`src/rtl/s2mm_channel.sv`:
```
module s2mm_channel #(
  parameter int DATA_W    = 32,
  parameter int ADDR_W    = 32,
  parameter int LEN_W     = 16,
  parameter int BURST_MAX = 16
) (
  input  logic                  clk,
  input  logic                  rst_n,
  input  logic [4:0]            cfg_awaddr,
  input  logic                  cfg_awvalid,
  output logic                  cfg_awready,
  input  logic [31:0]           cfg_wdata,
  input  logic                  cfg_wvalid,
  output logic                  cfg_wready,
  output logic [1:0]            cfg_bresp,
  output logic                  cfg_bvalid,
  input  logic                  cfg_bready,
  input  logic [4:0]            cfg_araddr,
  input  logic                  cfg_arvalid,
  output logic                  cfg_arready,
  output logic [31:0]           cfg_rdata,
  output logic [1:0]            cfg_rresp,
  output logic                  cfg_rvalid,
  input  logic                  cfg_rready,
  input  logic [DATA_W-1:0]     s_tdata,
  input  logic                  s_tvalid,
  output logic                  s_tready,
  input  logic                  s_tlast,
  output logic [ADDR_W-1:0]     m_awaddr,
  output logic [7:0]            m_awlen,
  output logic [2:0]            m_awsize,
  output logic [1:0]            m_awburst,
  output logic                  m_awvalid,
  input  logic                  m_awready,
  output logic [DATA_W-1:0]     m_wdata,
  output logic [DATA_W/8-1:0]   m_wstrb,
  output logic                  m_wlast,
  output logic                  m_wvalid,
  input  logic                  m_wready,
  input  logic [1:0]            m_bresp,
  input  logic                  m_bvalid,
  output logic                  m_bready,
  output logic                  irq
);
  localparam int BYTES = DATA_W / 8;
  localparam int SH    = $clog2(BYTES);
  localparam int FW    = $clog2(BURST_MAX + 1);
  localparam int IW    = $clog2(BURST_MAX);
  localparam logic [4:0] A_CTRL = 5'h00, A_STAT = 5'h04, A_DEST = 5'h08,
                         A_LEN = 5'h0C, A_XFER = 5'h10;

  typedef enum logic [2:0] {IDLE, HDR, FILL, AWR, WR, BW} st_t;

  st_t               st_q;
  logic              run_q, den_q, een_q, hdr_q, done_q, err_q;
  logic              bv_q, rv_q, ended_q, over_q, hph_q;
  logic [31:0]       rdata_q;
  logic [ADDR_W-1:0] dest_q, addr_q;
  logic [LEN_W-1:0]  len_q, xfer_q, rem_q;
  logic [FW-1:0]     fill_q, rd_q;
  logic [DATA_W-1:0] buf_q [BURST_MAX];

  logic             wr_go, rd_go, arm, busy;
  logic [LEN_W-1:0] wlen, hwords;

  assign wr_go  = cfg_awvalid && cfg_wvalid && !bv_q;
  assign rd_go  = cfg_arvalid && !rv_q;
  assign wlen   = cfg_wdata[LEN_W-1:0];
  assign hwords = s_tdata[LEN_W-1:0] >> SH;
  assign busy   = (st_q != IDLE);
  assign arm    = wr_go && cfg_awaddr == A_LEN && run_q && !busy && (wlen >> SH) != '0;

  assign cfg_awready = wr_go;
  assign cfg_wready  = wr_go;
  assign cfg_bvalid  = bv_q;
  assign cfg_bresp   = 2'b00;
  assign cfg_arready = rd_go;
  assign cfg_rvalid  = rv_q;
  assign cfg_rdata   = rdata_q;
  assign cfg_rresp   = 2'b00;

  assign s_tready  = (st_q == HDR) || (st_q == FILL);
  assign m_awvalid = (st_q == AWR);
  assign m_awaddr  = addr_q;
  assign m_awlen   = 8'(fill_q - FW'(1));
  assign m_awsize  = 3'(SH);
  assign m_awburst = 2'b01;
  assign m_wvalid  = (st_q == WR);
  assign m_wdata   = buf_q[rd_q[IW-1:0]];
  assign m_wstrb   = '1;
  assign m_wlast   = (rd_q == fill_q - FW'(1));
  assign m_bready  = (st_q == BW);
  assign irq       = (done_q && den_q) || (err_q && een_q);

  always_ff @(posedge clk) begin
    if (!rst_n) begin
      bv_q <= 1'b0;
      rv_q <= 1'b0;
      rdata_q <= '0;
    end else begin
      if (wr_go) bv_q <= 1'b1;
      else if (cfg_bready) bv_q <= 1'b0;
      if (rd_go) begin
        rv_q <= 1'b1;
        case (cfg_araddr)
          A_CTRL:  rdata_q <= {28'd0, hdr_q, een_q, den_q, run_q};
          A_STAT:  rdata_q <= {29'd0, err_q, done_q, busy};
          A_DEST:  rdata_q <= 32'(dest_q);
          A_LEN:   rdata_q <= 32'(len_q);
          A_XFER:  rdata_q <= 32'(xfer_q);
          default: rdata_q <= '0;
        endcase
      end else if (cfg_rready) rv_q <= 1'b0;
    end
  end

  always_ff @(posedge clk) begin
    if (!rst_n) begin
      st_q <= IDLE;
      {run_q, den_q, een_q, hdr_q, done_q, err_q} <= '0;
      {ended_q, over_q, hph_q} <= '0;
      dest_q <= '0; addr_q <= '0;
      len_q <= '0; xfer_q <= '0; rem_q <= '0;
      fill_q <= '0; rd_q <= '0;
    end else begin
      if (wr_go) begin
        case (cfg_awaddr)
          A_CTRL: {hdr_q, een_q, den_q, run_q} <= cfg_wdata[3:0];
          A_STAT: begin
            if (cfg_wdata[1]) done_q <= 1'b0;
            if (cfg_wdata[2]) err_q <= 1'b0;
          end
          A_DEST: dest_q <= cfg_wdata[ADDR_W-1:0];
          A_LEN:  len_q <= wlen;
          default: ;
        endcase
      end
      case (st_q)
        IDLE: if (arm) begin
          st_q <= hdr_q ? HDR : FILL;
          rem_q <= wlen >> SH;
          addr_q <= dest_q;
          xfer_q <= '0;
          {ended_q, over_q, hph_q} <= '0;
        end
        HDR: if (s_tvalid) begin
          if (hwords > rem_q) begin
            err_q <= 1'b1; run_q <= 1'b0; st_q <= IDLE;
          end else if (hwords == '0) begin
            done_q <= 1'b1; st_q <= IDLE;
          end else begin
            rem_q <= hwords; hph_q <= 1'b1; st_q <= FILL;
          end
        end
        FILL: if (s_tvalid) begin
          buf_q[fill_q[IW-1:0]] <= s_tdata;
          fill_q <= fill_q + FW'(1);
          rem_q <= rem_q - LEN_W'(1);
          xfer_q <= xfer_q + LEN_W'(BYTES);
          if (s_tlast) begin
            ended_q <= 1'b1; st_q <= AWR;
          end else if (rem_q == LEN_W'(1)) begin
            ended_q <= 1'b1; over_q <= !hph_q; st_q <= AWR;
          end else if (fill_q == FW'(BURST_MAX - 1)) st_q <= AWR;
        end
        AWR: if (m_awready) begin
          rd_q <= '0; st_q <= WR;
        end
        WR: if (m_wready) begin
          rd_q <= rd_q + FW'(1);
          if (m_wlast) st_q <= BW;
        end
        BW: if (m_bvalid) begin
          addr_q <= addr_q + (ADDR_W'(fill_q) << SH);
          fill_q <= '0;
          if (m_bresp != 2'b00) begin
            err_q <= 1'b1; run_q <= 1'b0; st_q <= IDLE;
          end else if (ended_q) begin
            if (over_q) begin
              err_q <= 1'b1; run_q <= 1'b0;
            end else done_q <= 1'b1;
            st_q <= IDLE;
          end else st_q <= FILL;
        end
        default: st_q <= IDLE;
      endcase
    end
  end


  done_after_resp_chk: assert property (@(posedge clk) disable iff (!rst_n)
    $rose(done_q) && $past(st_q != HDR) |-> $past(m_bvalid && m_bready));

  aw_hold_chk: assert property (@(posedge clk) disable iff (!rst_n)
    m_awvalid && !m_awready |=> m_awvalid && $stable(m_awaddr) && $stable(m_awlen));

  burst_len_chk: assert property (@(posedge clk) disable iff (!rst_n)
    m_awvalid |-> 32'(m_awlen) < BURST_MAX);

  w_hold_chk: assert property (@(posedge clk) disable iff (!rst_n)
    m_wvalid && !m_wready |=> m_wvalid && $stable(m_wdata) && $stable(m_wlast));

  count_bound_chk: assert property (@(posedge clk) disable iff (!rst_n)
    $rose(done_q) |-> xfer_q <= len_q);

  halt_on_err_chk: assert property (@(posedge clk) disable iff (!rst_n)
    $rose(err_q) |-> !run_q);
endmodule

```
`config.mk`:
```
export PLATFORM = sky130hd
export DESIGN_NAME = s2mm_channel
export DESIGN_NICKNAME = d
export VERILOG_FILES = /design/src/rtl/s2mm_channel.sv
export SDC_FILE = /design/constraint.sdc
export NUM_CORES = 1
export LEC_CHECK = 0
export ABC_AREA = 1
export ABC_CLOCK_PERIOD_IN_PS = 7500
export BUFFER_PORTS_ARGS = -buffer_cell sky130_fd_sc_hd__buf_4
export CORE_ASPECT_RATIO = 1.2
export CORE_MARGIN = 2
export CORE_UTILIZATION = 29
export DETAILED_ROUTE_END_ITERATION = 8
export GPL_ROUTABILITY_DRIVEN = 0
export GPL_TIMING_DRIVEN = 0
export PLACE_DENSITY = 0.46
export SKIP_CTS_REPAIR_TIMING = 1
export SLEW_MARGIN = 20
export SYNTH_ARGS = -nofsm -noshare
export SYNTH_HDL_FRONTEND = slang
export SYNTH_SLANG_ARGS = --single-unit
```
`constraint.sdc`:
```
create_clock -name clk -period 7.5 [get_ports clk]
set_input_delay 0.375 -clock clk [delete_from_list [all_inputs] [get_ports clk]]
set_output_delay 0.375 -clock clk [all_outputs]
set_load 0.005 [all_outputs]
```
Word-level counts from Yosys, hierarchy flattened
Memory sizes are Yosys's and may differ from the RTL's. A register that Yosys moved wholly into a read port is not among the register bits.
Index checks and enable logic that the tools add are counted.

cells by class
  add/subtract/negate cells = 7
  $lt $le $gt $ge = 1
  bitwise operators = 0
  mux-type cells = 88
  reduce and logical (&&, ||, !) cells = 42
  shift operators = 0
  eq/ne operators = 28
  multipliers = 0
  divide/modulo/power cells = 0

operator list
  kind                                                                     number
  32-bit case mux with 5 select lines                                      1
  16-bit 2-to-1 mux                                                        7
  32-bit 2-to-1 mux                                                        2
  32-bit case mux with 2 select lines                                      1
  16-bit case mux with 3 select lines                                      1
  1-bit 2-to-1 mux                                                         45
  32-bit by 7-bit adder with 32-bit output                                 1
  16-bit case mux with 2 select lines                                      1
  3-bit 2-to-1 mux                                                         10
  5-bit by 4-bit equality test with 1-bit output (second input constant)   5
  5-bit 2-to-1 mux                                                         4
  5-bit case mux with 2 select lines                                       2
  3-bit case mux with 6 select lines                                       1
  16-bit by 3-bit adder with 16-bit output (second input constant)         1
  16-bit by 1-bit equality test with 1-bit output (second input constant)  1
  14-bit by 16-bit > comparator with 1-bit output                          1
  16-bit logical NOT                                                       1
  2-bit != test (second input constant)                                    8
  16-bit nonzero test                                                      1
  2-bit nonzero test                                                       8
  16-bit by 1-bit subtractor with 16-bit output (second input constant)    1
  1-bit case mux with 2 select lines                                       6
  3-bit AND reduction                                                      4
  5-bit by 1-bit adder with 5-bit output (second input constant)           2
  other kinds (24)                                                         51

storage, ports and cells
  memories = 1
  ROM bits = 0
  flip-flop bits (word level) = 168
  output and inout bits = 128
  bits in writable memories = 512
  bits in latches = 0
  word-level logic and storage cells = 187
  bits of input ports = 88

memory list
  name   words  width  read ports  clocked after Yosys merged registers in  wr ports  RTL line  text
  buf_q  16     32     1           1                                        1         61        logic [DATA_W-1:0] buf_q [BURST_MAX];

Longest topological paths before layout
  word-level depth = 8
  depth in mapped cells = 17
  depth with buffers taken out = 16

Worst setup path after synthesis
OpenSTA, ideal clock, no wires.

  kind = input -> register
  start = in rst_n
  end = mem buf_q[15][0], enable pin
  slack = 2.937 ns
  arrival = 4.061 ns
  library setup time = 0.501 ns
  stages on the path = 4
  path through = clkbuf_1 inv_1 clkbuf_1 nor4_1

between the ends
  longest elaborated chain between the ends = 2

ends and longest elaborated chain
  element                                 RTL line  text
  start: declaration                      8         input logic rst_n,
  1-bit 2-to-1 mux                        118       if (!rst_n) begin
  1-bit 2-to-1 mux (implied by the code)  156       buf_q[fill_q[IW-1:0]] <= s_tdata;
  end: declaration                        61

Every way passes these cells.

==> results.yml <==
global_route:
  first_global_vias: 22100
  first_pass_grt_wire_length_um: 152000
  grt_max_degree: 20
  grt_antenna_before_repair: 3
  sum_of_overflow_across_all_layers_after_global_routing: 0
  global_route.usage.total: 0.195
clock_network:
  clock_insertion_delay_worst_skew_ps: 640
  cts_buffer_depth: 3
  cts_inserted_buffers: 78
  clock_tree.htree_level_count: 3
  cts_tree: "built"
  cts.sink_count: 682
  cts.clk_slew.worst_paths_ps: 60
  cts-root-buf: "sky130_fd_sc_hd__clkbuf_16"
synthesis:
  yosys-top-cells-area: "sky130_fd_sc_hd__edfxtp_1 51%, sky130_fd_sc_hd__dfxtp_1 11%, sky130_fd_sc_hd__nand2_1 5.0%"
  ys_warn_count: 0
  synth_area_leader_cell: "sky130_fd_sc_hd__edfxtp_1"
  dominantRegCellSynth: "sky130_fd_sc_hd__edfxtp_1"
  ys_types: 53
  syn-cell-area_um2: 30000
  ys_async_sr_fraction: 0
  synth-edff-count: 512
  synth.avg_cell_area_um2: 10.6
  synthDominantCellAreaShare: 0.513
  syn-instance-count: 2839
  synth_seq_cells: 682
  ys_seq_area_frac: 0.626
setup_path:
  criticalPathCategory: "reg2out"
  worstPathBufferInverterCount: 3
  rr_startpoint: "st_q[0]"
  timing.critical_path.from_type: "register"
  timing.reg2reg.worst_path_depth: 8
  crit_arrival_ps: 3410
  endpoint_of_the_lowest_slack_register_to_register_path: "buf_q[4][31]"
  crit_path_max_fanout: 10
  critPathMaxStageDelay_ps: 630
  timing.critical_path.to_type: "output pin"
  required_ps: 7120
  setup.reg_to_reg.worst_slack_ps: 4570
  critPathSlowestCell: "sky130_fd_sc_hd__clkbuf_1"
  critical_path.cell_chain: "clkbuf_1 -> clkbuf_1 -> a21oi_1 -> o21ai_0 -> o21ai_0 -> o211ai_1 -> nand2_1 -> buf_4"
  worst_path_dominant_cell_family: "buffers and inverters"
sta:
  fin_crit_ps: 3780
  finClkSkew_ps: 31.7
  setup_total_negative_slack_ps: 0
  grt_setup_unrepaired: "no"
  post-route-period-util: 0.504
  timing_hold_violations_final: 0
  worst-slew-pin-transition_ps: 1100
  report.final.setup_viol: 0
  holdWs_ps: 4.01
  fmaxAchievable_mhz: 264
  max-slew-margin-rel: 0.270
  report.final.slew_viol_count: 0
route:
  detail_route.drc_violations: 0
  detailedRoute.firstPassIterationCount: 6
  routed_wire_length_per_instance_um: 22.7
  drt-total-wl_um: 105000
  routed_via_density: 4.82
  vias: 22200
  postRouteAntennaNets: 0
  dr.first_iter.drc_count: 1594
floorplan:
  core_um2: 103000
  die_w_um: 298
  io-pin-count: 216
  floorplan.rows: 129
  dieHeight_um: 356
  total_die_area_um2: 106000
  start_util: 0.292
outcome:
  outcome: "completed"
place:
  place.detailed.hpwl_um: 75500
  placed_cells: 4463
  port_buffers: 201
layout:
  nNetsFinal: 3286
  utilization: 0.357
  drive_gt1_frac: 0.149
  fillers: 10400
  stdcell_count: 4607
  area_overhead_vs_synth_pct: 22.6
min_path:
  whs_endpoint: "dest_q[26]"
  hold-path-cell-count: 3
  holdCritStartpoint: "cfg_wdata[26]"
  hold_path.class: "in2reg"
power:
  post-layout-total-power_mw: 9.64
  static_leakage_nw: 13.0
  peakVddDrop_uv: 201
  p_per_area_nw_per_um2: 262
flow_run:
  cap_violations: 0
[synth_stat cells (all sizes together), types with 2 or more instances]
cell / number
o211ai: 139
nor3: 28
a21o: 2
or2: 4
clkinv: 2
nand4: 28
o21ai: 270
nand3b: 8
a21oi: 280
a31oi: 8
a211oi: 4
conb: 2
o2111ai: 2
xor2: 12
o21a: 2
nor2: 190
inv: 297
nand2: 409
ha: 28
nand3: 115
xnor2: 3
nor4: 5
o22ai: 4
mux2i: 128
clkbuf: 90
buf: 78
o221ai: 13
dfxtp: 170
edfxtp: 512
[through the flow]
stage	cell area, µm²	setup WS, ps
6_report	36800	3720
5_1_grt	36700	3510
4_1_cts	36700	3660
3_5_place_dp	34100	4360
3_3_place_gp	33300	-2560
2_1_floorplan	30000	2940
[cells by family (layout without fill, tap and decap cells)]
family / after synthesis / in the layout / synth area share
AO/OA/AOI/OAI: 727 / 727 / 0.137
XOR/XNOR: 15 / 15 / 0.00438
adder cells (fa/ha/maj): 29 / 29 / 0.0124
buffers and inverters: 467 / 848 / 0.0651
flip-flops: 682 / 682 / 0.626
multiplexers: 128 / 128 / 0.0427
other: 2 / 14 / 0.000250
AND/OR/NAND/NOR: 789 / 789 / 0.112
[worst register-to-register path, delay by kind of cell (launching register included)]
kind,cells,cell delay (ps)
buffers and inverters,2,420
AND/OR/NAND/NOR,6,1830
flip-flops,1,380
[state kept, by name, indices dropped and copies added (netlist names), named ones only]
name        cells
buf_q         512
cfg_bvalid      1
cfg_rdata      32
cfg_rvalid      1
den_q           1
dest_q         32
done_q          1
een_q           1
ended_q         1
err_q           1
fill_q          5
hdr_q           1
hph_q           1
len_q          16
m_awaddr       32
over_q          1
rd_q            5
rem_q          16
run_q           1
st_q            3
xfer_q         14
[final cells by class]
cell class | instances | area, µm² | share of cell area
diodes | 1 | 2.50 | 0.0000681
inverters | 299 | 1120 | 0.0306
flip-flops and latches | 682 | 18800 | 0.511
well taps | 1375 | 1720 | 0.0468
plain buffers | 168 | 831 | 0.0226
clock buffers | 98 | 2080 | 0.0566
repair buffers | 239 | 2290 | 0.0623
clock inverters | 44 | 513 | 0.0140
multi-input cells | 1701 | 9410 | 0.256
[how the worst max path moves through the flow]
stage                         from       endpoint  cells past startpoint
after global routing      register    m_wdata[11]                      8
after CTS                 register    m_wdata[26]                      6
after floorplan              rst_n   buf_q[15][0]                      4
after detailed placement  register    m_wdata[26]                      6
final                     register    m_wdata[11]                      8
after global placement       rst_n  buf_q[15][10]                      4
[report_power, final]
part | switching [mW] | leakage [nW] | internal (mW)
combinational | 0.997 | 5.72 | 0.554
clock | 1.63 | 1.26 | 2.26
sequential | 0.0759 | 5.98 | 4.12
[placed cells by master, fill, tap and decap left out, types with 10 or more instances in the layout]
cell type and n:
sky130_fd_sc_hd__edfxtp_1 512, sky130_fd_sc_hd__nand2_1 403, sky130_fd_sc_hd__inv_1 283, sky130_fd_sc_hd__a21oi_1 278, sky130_fd_sc_hd__o21ai_0 257, sky130_fd_sc_hd__buf_4 238
sky130_fd_sc_hd__nor2_1 170, sky130_fd_sc_hd__dfxtp_1 170, sky130_fd_sc_hd__o211ai_1 139, sky130_fd_sc_hd__mux2i_1 128, sky130_fd_sc_hd__nand3_1 113, sky130_fd_sc_hd__clkbuf_1 103
sky130_fd_sc_hd__clkbuf_16 79, sky130_fd_sc_hd__buf_2 33, sky130_fd_sc_hd__ha_1 28, sky130_fd_sc_hd__nand4_1 27, sky130_fd_sc_hd__nor3_1 26, sky130_fd_sc_hd__buf_16 21
sky130_fd_sc_hd__nor2_4 18, sky130_fd_sc_hd__inv_2 14, sky130_fd_sc_hd__clkinv_2 14, sky130_fd_sc_hd__o221ai_1 13, sky130_fd_sc_hd__o21ai_1 13, sky130_fd_sc_hd__conb_1 13
sky130_fd_sc_hd__xor2_1 12, sky130_fd_sc_hd__buf_1 12, sky130_fd_sc_hd__clkinv_1 10
[per-layer routing]
metal / GRT usage / vias to the layer above / share of wire
li1: - / 10600 / -
met1: 0.240 / 10800 / 0.42
met2: 0.348 / 604 / 0.50
met3: 0.0342 / 135 / 0.055
met4: 0.0553 / 4 / 0.025
met5: 0 / - / 0.00023
No activity file was read; power rests on OpenSTA's default activity.
